## src/rtl/sdcrc_pkg.sv

```systemverilog
package sdcrc_pkg;

    localparam int unsigned DEF_WORD_W = 40;
    localparam int unsigned DEF_CRC_W  = 7;
    localparam logic [6:0]  DEF_POLY   = 7'h09;

    typedef enum logic [1:0] {
        PH_IDLE = 2'd0,
        PH_RUN  = 2'd1,
        PH_DONE = 2'd2
    } phase_t;

endpackage

```

## src/rtl/sdcrc_seq.sv

```systemverilog
module sdcrc_seq
    import sdcrc_pkg::*;
#(
    parameter int unsigned WORD_W = DEF_WORD_W
) (
    input  logic clk_i,
    input  logic rst_i,
    input  logic load_i,
    output logic step_o,
    output logic done_o
);

    localparam int unsigned CNT_W = $clog2(WORD_W);
    localparam logic [CNT_W-1:0] LAST_IDX = CNT_W'(WORD_W - 1);

    typedef struct packed {
        phase_t           phase;
        logic [CNT_W-1:0] cnt;
    } seq_state_t;

    seq_state_t st_d, st_q;

    always_comb begin
        st_d = st_q;
        if (load_i) begin
            st_d.phase = PH_RUN;
            st_d.cnt   = '0;
        end else begin
            unique case (st_q.phase)
                PH_RUN: begin
                    if (st_q.cnt == LAST_IDX) begin
                        st_d.phase = PH_DONE;
                    end else begin
                        st_d.cnt = st_q.cnt + 1'b1;
                    end
                end
                default: st_d = st_q;
            endcase
        end
    end

    always_ff @(posedge clk_i) begin
        if (rst_i) begin
            st_q.phase <= PH_IDLE;
            st_q.cnt   <= '0;
        end else begin
            st_q <= st_d;
        end
    end

    assign step_o = (st_q.phase == PH_RUN) && !load_i;
    assign done_o = (st_q.phase == PH_DONE);

    // a load edge always clears the finished flag in the next cycle
    a_r4_clear_after_load: assert property (@(posedge clk_i) disable iff (rst_i)
        load_i |=> !done_o);

    // once finished, the flag stays up until a load
    a_r5_done_sticky: assert property (@(posedge clk_i) disable iff (rst_i)
        (done_o && !load_i) |=> done_o);

    // the counter never runs past the last bit index
    a_r4_cnt_in_range: assert property (@(posedge clk_i) disable iff (rst_i)
        st_q.cnt <= LAST_IDX);

endmodule

```

## src/rtl/sdcrc_shifter.sv

```systemverilog
module sdcrc_shifter
    import sdcrc_pkg::*;
#(
    parameter int unsigned WORD_W = DEF_WORD_W
) (
    input  logic              clk_i,
    input  logic              rst_i,
    input  logic              load_i,
    input  logic              step_i,
    input  logic [WORD_W-1:0] word_i,
    output logic              bit_o
);

    typedef struct packed {
        logic [WORD_W-1:0] word;
    } sh_state_t;

    sh_state_t sh_d, sh_q;

    always_comb begin
        sh_d = sh_q;
        if (load_i) begin
            sh_d.word = word_i;
        end else if (step_i) begin
            sh_d.word = {sh_q.word[WORD_W-2:0], 1'b0};
        end
    end

    always_ff @(posedge clk_i) begin
        if (rst_i) begin
            sh_q.word <= '0;
        end else begin
            sh_q <= sh_d;
        end
    end

    assign bit_o = sh_q.word[WORD_W-1];

    // bits are presented most significant first, one per step
    a_r3_msb_order: assert property (@(posedge clk_i) disable iff (rst_i)
        (step_i && !load_i) |=> (bit_o == $past(sh_q.word[WORD_W-2])));

endmodule

```

## src/rtl/sdcrc_lfsr.sv

```systemverilog
module sdcrc_lfsr
    import sdcrc_pkg::*;
#(
    parameter int unsigned CRC_W = DEF_CRC_W,
    parameter logic [CRC_W-1:0] POLY = DEF_POLY
) (
    input  logic             clk_i,
    input  logic             rst_i,
    input  logic             clear_i,
    input  logic             step_i,
    input  logic             bit_i,
    output logic [CRC_W-1:0] crc_o
);

    typedef struct packed {
        logic [CRC_W-1:0] crc;
    } lf_state_t;

    lf_state_t  lf_d, lf_q;
    logic       fb;
    logic [CRC_W-1:0] stepped;

    assign fb = bit_i ^ lf_q.crc[CRC_W-1];

    for (genvar i = 0; i < CRC_W; i++) begin : g_tap
        if (i == 0) begin : g_lo
            assign stepped[i] = POLY[i] & fb;
        end else begin : g_hi
            assign stepped[i] = lf_q.crc[i-1] ^ (POLY[i] & fb);
        end
    end

    always_comb begin
        lf_d = lf_q;
        if (clear_i) begin
            lf_d.crc = '0;
        end else if (step_i) begin
            lf_d.crc = stepped;
        end
    end

    always_ff @(posedge clk_i) begin
        if (rst_i) begin
            lf_q.crc <= '0;
        end else begin
            lf_q <= lf_d;
        end
    end

    assign crc_o = lf_q.crc;

    // a load throws away the previous register contents
    a_r6_clear_on_load: assert property (@(posedge clk_i) disable iff (rst_i)
        clear_i |=> (crc_o == '0));

    // without a step or clear the register does not move
    a_r5_hold_value: assert property (@(posedge clk_i) disable iff (rst_i)
        (!clear_i && !step_i) |=> $stable(crc_o));

endmodule

```

## src/rtl/sdcmd_crc7_gen.sv

```systemverilog
module sdcmd_crc7_gen
    import sdcrc_pkg::*;
#(
    parameter int unsigned WORD_W = DEF_WORD_W,
    parameter int unsigned CRC_W  = DEF_CRC_W,
    parameter logic [CRC_W-1:0] POLY = DEF_POLY
) (
    input  logic              clk_i,
    input  logic              rst_i,
    input  logic              load_i,
    input  logic [WORD_W-1:0] word_i,
    output logic [CRC_W-1:0]  crc_o,
    output logic              valid_o
);

    localparam int unsigned CHK_W = $clog2(WORD_W + 2);

    logic step;
    logic data_bit;

    sdcrc_seq #(
        .WORD_W (WORD_W)
    ) seq_i (
        .clk_i  (clk_i),
        .rst_i  (rst_i),
        .load_i (load_i),
        .step_o (step),
        .done_o (valid_o)
    );

    sdcrc_shifter #(
        .WORD_W (WORD_W)
    ) shifter_i (
        .clk_i  (clk_i),
        .rst_i  (rst_i),
        .load_i (load_i),
        .step_i (step),
        .word_i (word_i),
        .bit_o  (data_bit)
    );

    sdcrc_lfsr #(
        .CRC_W (CRC_W),
        .POLY  (POLY)
    ) lfsr_i (
        .clk_i   (clk_i),
        .rst_i   (rst_i),
        .clear_i (load_i),
        .step_i  (step),
        .bit_i   (data_bit),
        .crc_o   (crc_o)
    );

    // Independent edge counter used only by the timing assertions below
    logic [CHK_W-1:0] chk_cnt_q;
    logic             chk_run_q;

    always_ff @(posedge clk_i) begin
        if (rst_i) begin
            chk_cnt_q <= '0;
            chk_run_q <= 1'b0;
        end else if (load_i) begin
            chk_cnt_q <= '0;
            chk_run_q <= 1'b1;
        end else if (chk_run_q) begin
            chk_cnt_q <= chk_cnt_q + 1'b1;
            if (chk_cnt_q == CHK_W'(WORD_W - 1)) begin
                chk_run_q <= 1'b0;
            end
        end
    end

    // result not flagged while bits remain to be consumed
    a_r4_low_while_counting: assert property (@(posedge clk_i) disable iff (rst_i)
        chk_run_q |-> !valid_o);

    // flag rises on exactly the last shift edge after the load
    a_r4_rise_on_last: assert property (@(posedge clk_i) disable iff (rst_i)
        $rose(valid_o) |-> ($past(chk_run_q) && ($past(chk_cnt_q) == CHK_W'(WORD_W - 1))));

    // the flagged result is stable until the next load
    a_r5_result_held: assert property (@(posedge clk_i) disable iff (rst_i)
        (valid_o && !load_i) |=> (valid_o && $stable(crc_o)));

    // nothing is flagged directly out of reset
    a_r1_quiet_after_reset: assert property (@(posedge clk_i)
        $past(rst_i) |-> (!valid_o && crc_o == '0));

endmodule

```

## config.mk

```make
export PLATFORM = sky130hd
export DESIGN_NAME = sdcmd_crc7_gen
export DESIGN_NICKNAME = d
export VERILOG_FILES = /design/src/rtl/sdcrc_pkg.sv /design/src/rtl/sdcrc_seq.sv /design/src/rtl/sdcrc_shifter.sv /design/src/rtl/sdcrc_lfsr.sv /design/src/rtl/sdcmd_crc7_gen.sv
export SDC_FILE = /design/constraint.sdc
export NUM_CORES = 1
export LEC_CHECK = 0
export ABC_CLOCK_PERIOD_IN_PS = 1200
export BUFFER_PORTS_ARGS = -buffer_cell sky130_fd_sc_hd__buf_2
export CAP_MARGIN = 20
export CORE_MARGIN = 1.5
export CORE_UTILIZATION = 45
export DETAILED_ROUTE_END_ITERATION = 7
export PLACE_DENSITY_LB_ADDON = 0.3
export SKIP_LAST_GASP = 1
export SLEW_MARGIN = 20
export SYNTH_ARGS = -nofsm -noshare
export SYNTH_HDL_FRONTEND = slang
export SYNTH_SLANG_ARGS = --single-unit
```

## constraint.sdc

```tcl
create_clock -name clk_i -period 1.2 [get_ports clk_i]
set_input_delay 0.24 -clock clk_i [delete_from_list [all_inputs] [get_ports clk_i]]
set_output_delay 0.24 -clock clk_i [all_outputs]
set_load 0.005 [all_outputs]
```

==> results.yml, run 1 <==
run_status:
  run_status: "finished with violations"
  violations_in_the_final_reports: "negative setup slack"
min_path:
  min-delay-start: "word_i[28]"
  worstHoldPathType: "input port to flop"
  min_delay_path_depth: 3
  holdPathEnd: "shifter_i.sh_q[28]"
setup_path:
  worst_path_cell_chain: "buf_4 -> nor2b_1 -> buf_2"
  criticalPathCategory: "flop to output port"
  worstPathRequired_ns: 0.96
  start_kind: "flop"
  critical_path.top_delay_family: "flip-flops"
  worst_path_buffer_plus_inverter_count: 2
  critPathArrivalTime_ns: 1.01
  reg2reg_slack_ns: -0.04
  path_max_fanout: 4
  endpoint_of_the_worst_register_to_register_path: "shifter_i.sh_q[20]"
  worstSetupStartpoint: "seq_i.st_q[7]"
  timing.critical_path.to_type: "output port"
  crit_path_top_delay_cell: "sky130_fd_sc_hd__dfxtp_2"
  cp_slowest_stage_delay_ns: 0.34
  crit-reg2reg-launch: "seq_i.st_q[7]"
  ff2ff_path_depth: 5
timing:
  finalHoldWorstSlack_ns: 0.192
  setup_repair_after_global_routing_missed_its_margin: "true"
  final_min_period_over_clock_period_pct: 104
  final_period_minus_worst_setup_slack_ns: 1.25
  count_of_final_max_slew_check_failures: 0
  max_freq_mhz: 802
  worst_pin_slew_ns: 0.321
  finalSetupViolations: 36
  maxSlewHeadroom_pct: 78.6
  final_hold_viol_count: 0
  post-route-worst-setup-slack_ns: -0.0472
  fin_skew_ns: 0.00933
synthesis:
  synth-seq-cells: 55
  synth_sequential_area_ratio_pct: 46.2
  synth.lib_cells_used.distinct: 30
  avgSynthCellArea_um2: 7.95
  postSynthCellCount: 300
  synth.yosys.warnings: 0
  net_count_after_synthesis: 344
  synthesized_area_um2: 2380
route:
  detail_route.first_pass.iterations: 4
  post_drt_wl_per_cell_um: 12.9
  avgViaCountPerCell: 5.26
  initialDrtViolationCount: 113
  ant_nets: 0
  detail_route.drc_violations: 0
  wirelength_um: 5390
  route.vias.total: 2206
floorplanning:
  die_height_um: 75.8
  dieArea_um2: 5740
  io_pins: 51
  die_width_um: 75.8
  rows: 26
  initial_core_util_pct: 46.7
  core_region_area_um2: 5110
grt:
  grt_util_met1_pct: 23.9
  initial_antenna_violation_count: 0
  global_route.usage.met2_pct: 28.8
  grt_start_max_net_pins: 41
  gr-usage-met3_pct: 3.97
  globalRoute.totalOverflow: 0
  vias_in_the_first_global_route: 1835
  grt_use_total_pct: 17.7
  grt.busiest_layer: "met2"
  grt_first_pass_wirelength_um: 7960
clock_network:
  insertion_delay_ns: 0.31
  cts_tree: "built"
  htree_levels: 2
  clkTransAtPathRegs_ns: 0.10
  ctsLongestPathBuffers: 2
  numClockSinks: 55
  cts.root.buffer_cell: "sky130_fd_sc_hd__clkbuf_8"
  cts_hold_buf: 0
  cts_buffers: 5
layout:
  layout-drive-gt1-share_pct: 32.1
  multiInputGateArea_um2: 1230
  area_growth_syn_to_layout_pct: 28.0
  finalNonFillerCells: 419
  area.sequential_um2: 1120
  nFillCells: 467
  postLayoutCellArea_um2: 3050
  final_antenna_diode_count: 0
  nNetsFinal: 392
place:
  pre_cts_slack_ns: -0.0795
  dpl.hpwl_um: 3450
  portBuffers: 50
  gp_routability_congestion: 0.868
  placed_cell_area_um2: 2800
  place.detailed.instances: 407
pwr:
  cell_area_power_density_nw_per_um2: 1160
  pleak_nw: 1.20
  p_total_mw: 3.53
  largest_vdd_supply_drop_mv: 0.689
flow_run:
  timing.max_cap.violations: 0
-- power by group --
group | internal (mW) | leakage [nW] | total, mW | switching [mW]
sequential | 1.93 | 0.458 | 1.99 | 0.0586
clock | 0.418 | 0.0443 | 1.02 | 0.603
combinational | 0.248 | 0.699 | 0.524 | 0.275
total | 2.60 | 1.20 | 3.53 | 0.937
-- worst reg2reg max path, delay by kind of cell (launching register included) --
family                 cells  cell delay, ns
AO/OA/AOI/OAI              1            0.26
flip-flops                 1            0.34
AND/OR/NAND/NOR            2            0.24
buffers and inverters      2            0.32
-- flip-flops by register name, indices dropped and copies added (netlist names) --
register / flops
lfsr_i.crc_o: 7
seq_i.st_q: 8
shifter_i.sh_q: 40
-- cell usage in the layout (no fill, tap or decap), types with 2 or more instances in the layout --
cell	netlist	final
sky130_fd_sc_hd__nand2_1	89	88
sky130_fd_sc_hd__buf_2	13	50
sky130_fd_sc_hd__dfxtp_1	55	48
sky130_fd_sc_hd__nor2_1	47	47
sky130_fd_sc_hd__a311oi_1	39	32
sky130_fd_sc_hd__buf_4	5	14
sky130_fd_sc_hd__a311oi_2	0	7
sky130_fd_sc_hd__buf_12	0	6
sky130_fd_sc_hd__clkbuf_8	0	5
sky130_fd_sc_hd__a21oi_1	6	4
sky130_fd_sc_hd__dfxtp_2	0	4
sky130_fd_sc_hd__o221a_2	3	3
sky130_fd_sc_hd__a31oi_1	3	3
sky130_fd_sc_hd__dfxtp_4	0	3
sky130_fd_sc_hd__nand3_1	3	2
sky130_fd_sc_hd__or3_1	2	2
sky130_fd_sc_hd__a31o_2	2	2
sky130_fd_sc_hd__mux2i_1	2	2
sky130_fd_sc_hd__clkinv_4	0	2
-- layout make-up --
class                           count  area share [%]
Inverter                            2           0.246
Clock inverter                      3           0.820
Timing Repair Buffer               72            16.8
Tap cell                           70            2.87
Clock buffer                        5            2.25
Sequential cell                    55            36.6
Multi-Input combinational cell    212            40.5
-- logic make-up (layout without fill, tap and decap cells) --
family,count (synthesis),count (layout),share of synthesized area [%]
AND/OR/NAND/NOR,150,150,25.3
AO/OA/AOI/OAI,58,58,20.1
flip-flops,55,55,46.2
buffers and inverters,33,82,6.66
multiplexers,2,2,0.839
adder cells (fa/ha/maj),1,1,0.525
XOR/XNOR,1,1,0.367
-- cells in the mapped netlist --
| library cell | number | area, um^2 |
|---|---|---|
| sky130_fd_sc_hd__o31ai_1 | 1 | 7.51 |
| sky130_fd_sc_hd__o221a_2 | 3 | 33.8 |
| sky130_fd_sc_hd__xnor2_1 | 1 | 8.76 |
| sky130_fd_sc_hd__and3b_1 | 1 | 8.76 |
| sky130_fd_sc_hd__mux2i_1 | 2 | 20.0 |
| sky130_fd_sc_hd__or3_1 | 2 | 12.5 |
| sky130_fd_sc_hd__dfxtp_1 | 55 | 1100 |
| sky130_fd_sc_hd__a311oi_1 | 39 | 342 |
| sky130_fd_sc_hd__nand2_1 | 89 | 334 |
| sky130_fd_sc_hd__and4bb_2 | 1 | 12.5 |
| sky130_fd_sc_hd__ha_1 | 1 | 12.5 |
| sky130_fd_sc_hd__inv_1 | 1 | 3.75 |
| sky130_fd_sc_hd__buf_4 | 5 | 37.5 |
| sky130_fd_sc_hd__or2_2 | 1 | 6.26 |
| sky130_fd_sc_hd__nand2b_1 | 1 | 6.26 |
| sky130_fd_sc_hd__o21ai_0 | 1 | 5.00 |
| sky130_fd_sc_hd__buf_2 | 13 | 65.1 |
| sky130_fd_sc_hd__a21oi_1 | 6 | 30.0 |
| sky130_fd_sc_hd__clkbuf_1 | 13 | 48.8 |
| sky130_fd_sc_hd__o211a_1 | 1 | 10.0 |
| sky130_fd_sc_hd__or4_1 | 1 | 7.51 |
| sky130_fd_sc_hd__a31o_2 | 2 | 17.5 |
| sky130_fd_sc_hd__nor2b_1 | 2 | 12.5 |
| sky130_fd_sc_hd__nand4_1 | 1 | 6.26 |
| sky130_fd_sc_hd__nand3_1 | 3 | 15.0 |
| sky130_fd_sc_hd__inv_2 | 1 | 3.75 |
| sky130_fd_sc_hd__and2_1 | 1 | 6.26 |
| sky130_fd_sc_hd__nor2_1 | 47 | 176 |
| sky130_fd_sc_hd__a211oi_1 | 2 | 15.0 |
| sky130_fd_sc_hd__a31oi_1 | 3 | 18.8 |
-- routing by layer --
metal  vias up  share of wire, %
li1       1136                 -
met1      1024                49
met2        39                46
met3         7               3.4
met4         0               1.2
met5         -                 0
-- per-stage QoR --
step                      TNS [ns]  utilization [%]
after global routing         -3.64             59.8
after CTS                    -1.10             57.4
after detailed placement     -2.23             54.8
after floorplan                  0                -
after global placement       -1.00             54.8
final                       -0.683             59.8
-- repair_timing --
item | in CTS | in global routing
setup buffers | 1 | 2
gates cloned | 0 | 1
pin swaps | 1 | 4
endpoints found under the hold margin | 0 | 0
setup endpoints to repair | 47 | 46
gates resized for setup | 11 | 17
-- worst max-delay path by stage --
stage                              end  cells past startpoint
finish                         valid_o                      3
global route         shifter_i.sh_q[1]                      5
CTS                            valid_o                      3
detailed placement  shifter_i.sh_q[20]                      4
global placement    shifter_i.sh_q[22]                      4
floorplan           shifter_i.sh_q[10]                      5
No activity file was read; power rests on OpenSTA's default activity.
==> run 2: changes to the inputs <==
--- a/config.mk
+++ b/config.mk
@@ -8,8 +8,10 @@
 export ABC_CLOCK_PERIOD_IN_PS = 1200
 export BUFFER_PORTS_ARGS = -buffer_cell sky130_fd_sc_hd__buf_2
 export CAP_MARGIN = 20
+export CELL_PAD_IN_SITES_DETAIL_PLACEMENT = 0
+export CELL_PAD_IN_SITES_GLOBAL_PLACEMENT = 1
 export CORE_MARGIN = 1.5
-export CORE_UTILIZATION = 45
+export CORE_UTILIZATION = 35
 export DETAILED_ROUTE_END_ITERATION = 7
 export PLACE_DENSITY_LB_ADDON = 0.3
 export SKIP_LAST_GASP = 1
==> run 2 against run 1 <==
Against the previous run: the run ends with design-rule violations, negative setup slack left; fmax fell by 5.0%; clock skew fell by 0.0054 ns; combinational power rose by 31%; routed wire length rose by 14%; sequential share of layout area fell by 4.8 points; cell count rose by 4.5%; non-clock buffer count rose by 12; flip-flop and latch count did not move; via count rose by 3.9%; die area rose by 27%; critical endpoint is now shifter_i.sh_q[1]; largest power group unchanged.
==> results.yml, run 2 (synthesis gave the netlist of run 1 again) <==
min_path:
  worstHoldPathType: "input port to flop"
  min_delay_path_depth: 2
  holdPathEnd: "seq_i.st_q[6]"
  min-delay-start: "rst_i"
place:
  gp_routability_congestion: 0.735
  portBuffers: 50
  placed_cell_area_um2: 2860
  dpl.hpwl_um: 3680
timing:
  fin_skew_ns: 0.00391
  final_period_minus_worst_setup_slack_ns: 1.31
  final_hold_viol_count: 0
  finalSetupViolations: 40
  maxSlewHeadroom_pct: 79.3
  max_freq_mhz: 762
  worst_pin_slew_ns: 0.309
  setup_repair_after_global_routing_missed_its_margin: "true"
  post-route-worst-setup-slack_ns: -0.113
  final_min_period_over_clock_period_pct: 109
  count_of_final_max_slew_check_failures: 0
setup_path:
  timing.critical_path.to_type: "flop"
  worst_path_cell_chain: "buf_6 -> nor2b_4 -> buf_12 -> clkbuf_16 -> nand2_1 -> a311oi_2"
  path_max_fanout: 8
  endpoint_of_the_worst_register_to_register_path: "shifter_i.sh_q[1]"
  start_kind: "flop"
  criticalPathCategory: "flop to flop"
  worstPathRequired_ns: 1.42
  reg2reg_slack_ns: -0.11
  ff2ff_path_depth: 6
  crit-reg2reg-launch: "seq_i.st_q[7]"
  cp_slowest_stage_delay_ns: 0.35
  critPathArrivalTime_ns: 1.53
  crit_path_top_delay_cell: "sky130_fd_sc_hd__dfxtp_2"
layout:
  largest_register: "shifter_i.sh_q"
  most-common-layout-cells: "sky130_fd_sc_hd__nand2_1 (67), sky130_fd_sc_hd__buf_2 (50), sky130_fd_sc_hd__dfxtp_1 (50)"
  final_common_cell: "sky130_fd_sc_hd__nand2_1"
  area_growth_syn_to_layout_pct: 46.7
  final_antenna_diode_count: 0
  fin_util_pct: 54.2
  layout-drive-gt1-share_pct: 45.2
  largest_register_ffs: 40
  postLayoutCellArea_um2: 3500
  nNetsFinal: 404
floorplanning:
  core_region_area_um2: 6460
  die_width_um: 85.5
  dieArea_um2: 7320
  rows: 29
  initial_core_util_pct: 36.9
  io_pins: 51
  die_height_um: 85.5
route:
  ant_nets: 0
  initialDrtViolationCount: 120
  wirelength_um: 6170
  avgViaCountPerCell: 5.24
  route.vias.total: 2293
  detail_route.first_pass.iterations: 6
  detail_route.drc_violations: 1
  post_drt_wl_per_cell_um: 14.1
grt:
  grt_start_max_net_pins: 30
  initial_antenna_violation_count: 0
  grt_use_total_pct: 15.7
  grt_first_pass_wirelength_um: 9430
  globalRoute.totalOverflow: 0
  vias_in_the_first_global_route: 2094
clock_network:
  clkTransAtPathRegs_ns: 0.09
  insertion_delay_ns: 0.30
  cts_tree: "built"
  ctsLongestPathBuffers: 2
  htree_levels: 2
  cts.root.buffer_cell: "sky130_fd_sc_hd__clkbuf_8"
  cts_buffers: 5
  numClockSinks: 55
  cts_hold_buf: 0
run_status:
  violations_in_the_final_reports: "design-rule violations, negative setup slack"
  run_status: "finished with violations"
pwr:
  cell_area_power_density_nw_per_um2: 1130
  p_total_mw: 3.96
  largest_vdd_supply_drop_mv: 0.516
  pleak_nw: 1.44
flow_run:
  timing.max_cap.violations: 0
-- run 2: cell type report --
type / instances / area, um^2
fillers: 609 / 2960
multi-input cells: 212 / 1480
flip-flops and latches: 55 / 1110
repair buffers: 84 / 689
well taps: 77 / 96.3
clock buffers: 6 / 82.6
clock inverters: 2 / 35.0
inverters: 2 / 7.51
-- run 2: worst max-delay path by stage --
stage	start	endpoint	depth (start not counted)
2_1_floorplan	seq_i.st_q[6]	shifter_i.sh_q[10]	5
3_3_place_gp	seq_i.st_q[7]	shifter_i.sh_q[19]	4
3_5_place_dp	seq_i.st_q[0]	seq_i.st_q[0]	4
4_1_cts	seq_i.st_q[7]	shifter_i.sh_q[8]	5
5_1_grt	seq_i.st_q[7]	shifter_i.sh_q[7]	6
6_report	seq_i.st_q[7]	shifter_i.sh_q[1]	6
-- run 2: power by group --
part | switching (mW) | internal [mW] | leakage (nW)
sequential | 0.0795 | 1.93 | 0.457
combinational | 0.345 | 0.341 | 0.919
clock | 0.584 | 0.676 | 0.0612
-- run 2: per-layer routing --
layer | share of wire [%] | vias up | track usage [%]
li1 | - | 1159 | -
met1 | 48 | 1092 | 22.1
met2 | 48 | 37 | 24.6
met3 | 3.8 | 5 | 3.08
met4 | 0.78 | 0 | 4.40
met5 | 0 | - | 0
-- run 2: metrics by stage --
stage	setup TNS, ns	setup WS [ns]	hold WS [ns]	instances
2_1_floorplan	0	0.0176	0.383	300
3_3_place_gp	-0.131	-0.0338	0.464	421
3_5_place_dp	-0.982	-0.0781	0.463	421
4_1_cts	-1.31	-0.0598	0.137	431
5_1_grt	-4.63	-0.147	0.153	438
6_report	-2.52	-0.113	0.151	438
-- run 2: timing repair --
action | 4_1_cts | 5_1_grt
pin swaps | 4 | 40
gates cloned | 0 | 6
gates resized for setup | 13 | 70
buffers inserted | 2 | 1
setup endpoints to repair | 46 | 51
-- run 2: worst max-delay path, delay by kind of cell (launching register included) --
kind / cells / cell delay [ns]
flops: 1 / 0.35
buf+inv: 3 / 0.44
compound gates: 1 / 0.24
simple gates: 2 / 0.20
==> run 3: changes to the inputs <==
--- a/config.mk
+++ b/config.mk
@@ -5,9 +5,10 @@
 export SDC_FILE = /design/constraint.sdc
 export NUM_CORES = 1
 export LEC_CHECK = 0
+export ABC_AREA = 1
 export ABC_CLOCK_PERIOD_IN_PS = 1200
 export BUFFER_PORTS_ARGS = -buffer_cell sky130_fd_sc_hd__buf_2
-export CAP_MARGIN = 20
+export CAP_MARGIN = 10
 export CELL_PAD_IN_SITES_DETAIL_PLACEMENT = 0
 export CELL_PAD_IN_SITES_GLOBAL_PLACEMENT = 1
 export CORE_MARGIN = 1.5
==> run 3 against run 2 <==
Against the previous run: cell count increased by 3.4%; fmax increased by 10%; die area decreased by 0.86%; count of clock-buffer cells in the layout decreased by 1; register-to-register slack improved by 0.12 ns; the run ends with design-rule violations left; critical path depth increased by 2; global-route usage decreased by 0.88 points; largest power group unchanged; sequential power decreased by 2%; combinational power decreased by 30%; synthesized cell count increased by 5.3%; hold slack improved by 0.023 ns; first-iteration DRC count decreased by 14%.
==> results.yml, run 3 <==
setup_path:
  critical_path.top_delay_family: "buffers and inverters"
  worst_path_cell_chain: "inv_2 -> nand2_4 -> inv_6 -> nor2_4 -> buf_6 -> clkbuf_16 -> nand2_1 -> a31oi_1"
  critPathArrivalTime_ns: 1.43
  ff2ff_path_depth: 8
  path_max_fanout: 7
  reg2reg_slack_ns: 0.009
  crit_path_top_delay_cell: "sky130_fd_sc_hd__dfxtp_2"
  start_kind: "flop"
  worstPathRequired_ns: 1.44
  worstSetupStartpoint: "seq_i.st_q[7]"
  timing.critical_path.to_type: "flop"
  endpoint_of_the_worst_register_to_register_path: "shifter_i.sh_q[16]"
  criticalPathCategory: "flop to flop"
  cp_slowest_stage_delay_ns: 0.33
  crit-reg2reg-launch: "seq_i.st_q[7]"
  worst_path_buffer_plus_inverter_count: 4
timing:
  finalSetupViolations: 0
  final_min_period_over_clock_period_pct: 99.3
  setup_repair_after_global_routing_missed_its_margin: "true"
  maxSlewHeadroom_pct: 79.6
  worst_pin_slew_ns: 0.305
  finalHoldWorstSlack_ns: 0.174
  post-route-worst-setup-slack_ns: 0.00882
  fin_skew_ns: 0.00958
  final_hold_viol_count: 0
  setup-tns-final_ns: 0
  max_freq_mhz: 840
  final_period_minus_worst_setup_slack_ns: 1.19
  count_of_final_max_slew_check_failures: 0
route:
  post_drt_wl_per_cell_um: 11.9
  dr_wl_met2_um: 2330
  initialDrtViolationCount: 103
  detail_route.first_pass.iterations: 6
  wl_met3_um: 243
  route.vias.total: 2184
  maxUsedRoutingLayer: "met4"
  ant_nets: 0
  wirelength_um: 5400
  detail_route.drc_violations: 1
  wl_met1_um: 2740
  avgViaCountPerCell: 4.82
layout:
  final_common_cell: "sky130_fd_sc_hd__nand2_1"
  area_growth_syn_to_layout_pct: 24.9
  fin_util_pct: 46.0
  largest_register: "shifter_i.sh_q"
  nNetsFinal: 420
  layout-drive-gt1-share_pct: 26.6
  final_antenna_diode_count: 0
  most-common-layout-cells: "sky130_fd_sc_hd__nand2_1 (130), sky130_fd_sc_hd__dfxtp_1 (52), sky130_fd_sc_hd__buf_2 (50)"
  largest_register_ffs: 40
synthesis:
  async_reset_ff_share_pct: 0
  synth_top_cell_by_area: "sky130_fd_sc_hd__dfxtp_1"
  synth_area_leaders: "sky130_fd_sc_hd__dfxtp_1 (47%), sky130_fd_sc_hd__nand2_1 (21%), sky130_fd_sc_hd__a31oi_1 (10%)"
  synth-seq-cells: 55
  synth_edf_count: 0
  post_synth_top_cells: "sky130_fd_sc_hd__nand2_1 (133), sky130_fd_sc_hd__dfxtp_1 (55), sky130_fd_sc_hd__a31oi_1 (39)"
  synth.lib_cells_used.distinct: 24
  avgSynthCellArea_um2: 7.48
  synth_top_area_share_pct: 46.6
  most_frequently_used_flop_master_after_synthesis: "sky130_fd_sc_hd__dfxtp_1"
  synth_most_common_cell: "sky130_fd_sc_hd__nand2_1"
  net_count_after_synthesis: 360
  synth.yosys.warnings: 0
  synth_sequential_area_ratio_pct: 46.6
  postSynthCellCount: 316
  synthesized_area_um2: 2360
floorplanning:
  rows: 29
  io_pins: 51
  die_height_um: 85.2
  core_region_area_um2: 6420
  initial_core_util_pct: 36.8
  dieArea_um2: 7250
  die_width_um: 85.2
clock_network:
  cts_tree: "built"
  clkTransAtPathRegs_ns: 0.10
  cts_buffers: 5
  numClockSinks: 55
  ctsLongestPathBuffers: 2
  cts.root.buffer_cell: "sky130_fd_sc_hd__clkbuf_8"
  htree_levels: 2
  insertion_delay_ns: 0.31
pwr:
  cell_area_power_density_nw_per_um2: 1170
  pleak_nw: 1.24
  cell_internal_pwr_mw: 2.55
  power_frac_comb_pct: 13.9
  p_sw_mw: 0.888
  netSwitchingFraction_pct: 25.8
  clkPwrFrac_pct: 28.9
  largest_vdd_supply_drop_mv: 0.617
  seq_power_share_pct: 57.2
min_path:
  min-delay-start: "word_i[0]"
  worstHoldPathType: "input port to flop"
  holdPathEnd: "shifter_i.sh_q[0]"
  min_delay_path_depth: 3
flow_run:
  timing.max_cap.violations: 0
grt:
  grt_use_total_pct: 14.8
  vias_in_the_first_global_route: 1895
  globalRoute.totalOverflow: 0
  grt_start_max_net_pins: 31
  initial_antenna_violation_count: 0
  grt_first_pass_wirelength_um: 8600
run_status:
  violations_in_the_final_reports: "design-rule violations"
  run_status: "finished with violations"
place:
  gp_routability_congestion: 0.739
  pre_cts_slack_ns: -0.0406
  portBuffers: 50
  dpl.hpwl_um: 3590
## run 3: cell families after synthesis
group / share of synthesized area [%]
and+or+nand+nor: 27.9
adders and majority gates: 0.529
xor gates and xnor gates: 0.371
DFF: 46.6
AOI/OAI and AO/OA: 14.3
buffers and inverters: 10.3
## run 3: through the flow
| step | cells | area (um^2) | power, mW |
|---|---|---|---|
| finish | 453 | 2950 | 3.44 |
| global route | 453 | 2950 | 3.61 |
| CTS | 442 | 2760 | 3.40 |
| detailed placement | 435 | 2670 | 2.41 |
| global placement | 435 | 2670 | 2.40 |
| floorplan | 316 | 2360 | 2.27 |
## run 3: cell type report
| class | count | area, um^2 |
|---|---|---|
| sequential | 55 | 1100 |
| timing repair buffer | 77 | 547 |
| fill | 652 | 3470 |
| tap | 77 | 96.3 |
| clock buffer | 5 | 68.8 |
| inverter | 17 | 70.1 |
| clock inverter | 2 | 13.8 |
| multi-input combinational | 220 | 1050 |
## run 3: power groups by stage
stage / clock, mW / combinational, mW / sequential (mW)
final: 0.994 / 0.479 / 1.97
after global routing: 1.09 / 0.533 / 1.98
after CTS: 1.03 / 0.402 / 1.97
after detailed placement: 0 / 0.400 / 2.01
after global placement: 0 / 0.397 / 2.01
after floorplan: 0 / 0.276 / 2.00
## run 3: worst reg2reg max path: cells and delay by family, from the launching register on
kind,cells,cell delay [ns]
DFF,1,0.33
buffers and inverters,4,0.39
AOI/OAI and AO/OA,1,0.13
and+or+nand+nor,3,0.29
## run 3: worst max-delay path by stage
stage	end	slack [ns]	cells after the start
after floorplan	seq_i.st_q[3]	0.04	8
after global placement	seq_i.st_q[0]	0.01	7
after detailed placement	seq_i.st_q[3]	-0.04	8
after CTS	shifter_i.sh_q[3]	-0.004	5
after global routing	shifter_i.sh_q[14]	-0.05	8
final	shifter_i.sh_q[16]	0.009	8
## run 3: what timing repair did
action                                  in CTS  in global routing
hold buffers                                 0                  0
pin swaps                                    0                  5
buffers inserted                             0                  8
resized for setup                            2                 20
endpoints found under the setup margin       7                 45
cloned                                       0                  3
## run 3: routing by layer
metal | track usage, % | vias up
met1 | 19.7 | 973
met3 | 3.40 | 8
li1 | - | 1152
met4 | 6.26 | 0
met5 | 0 | -
met2 | 23.1 | 51
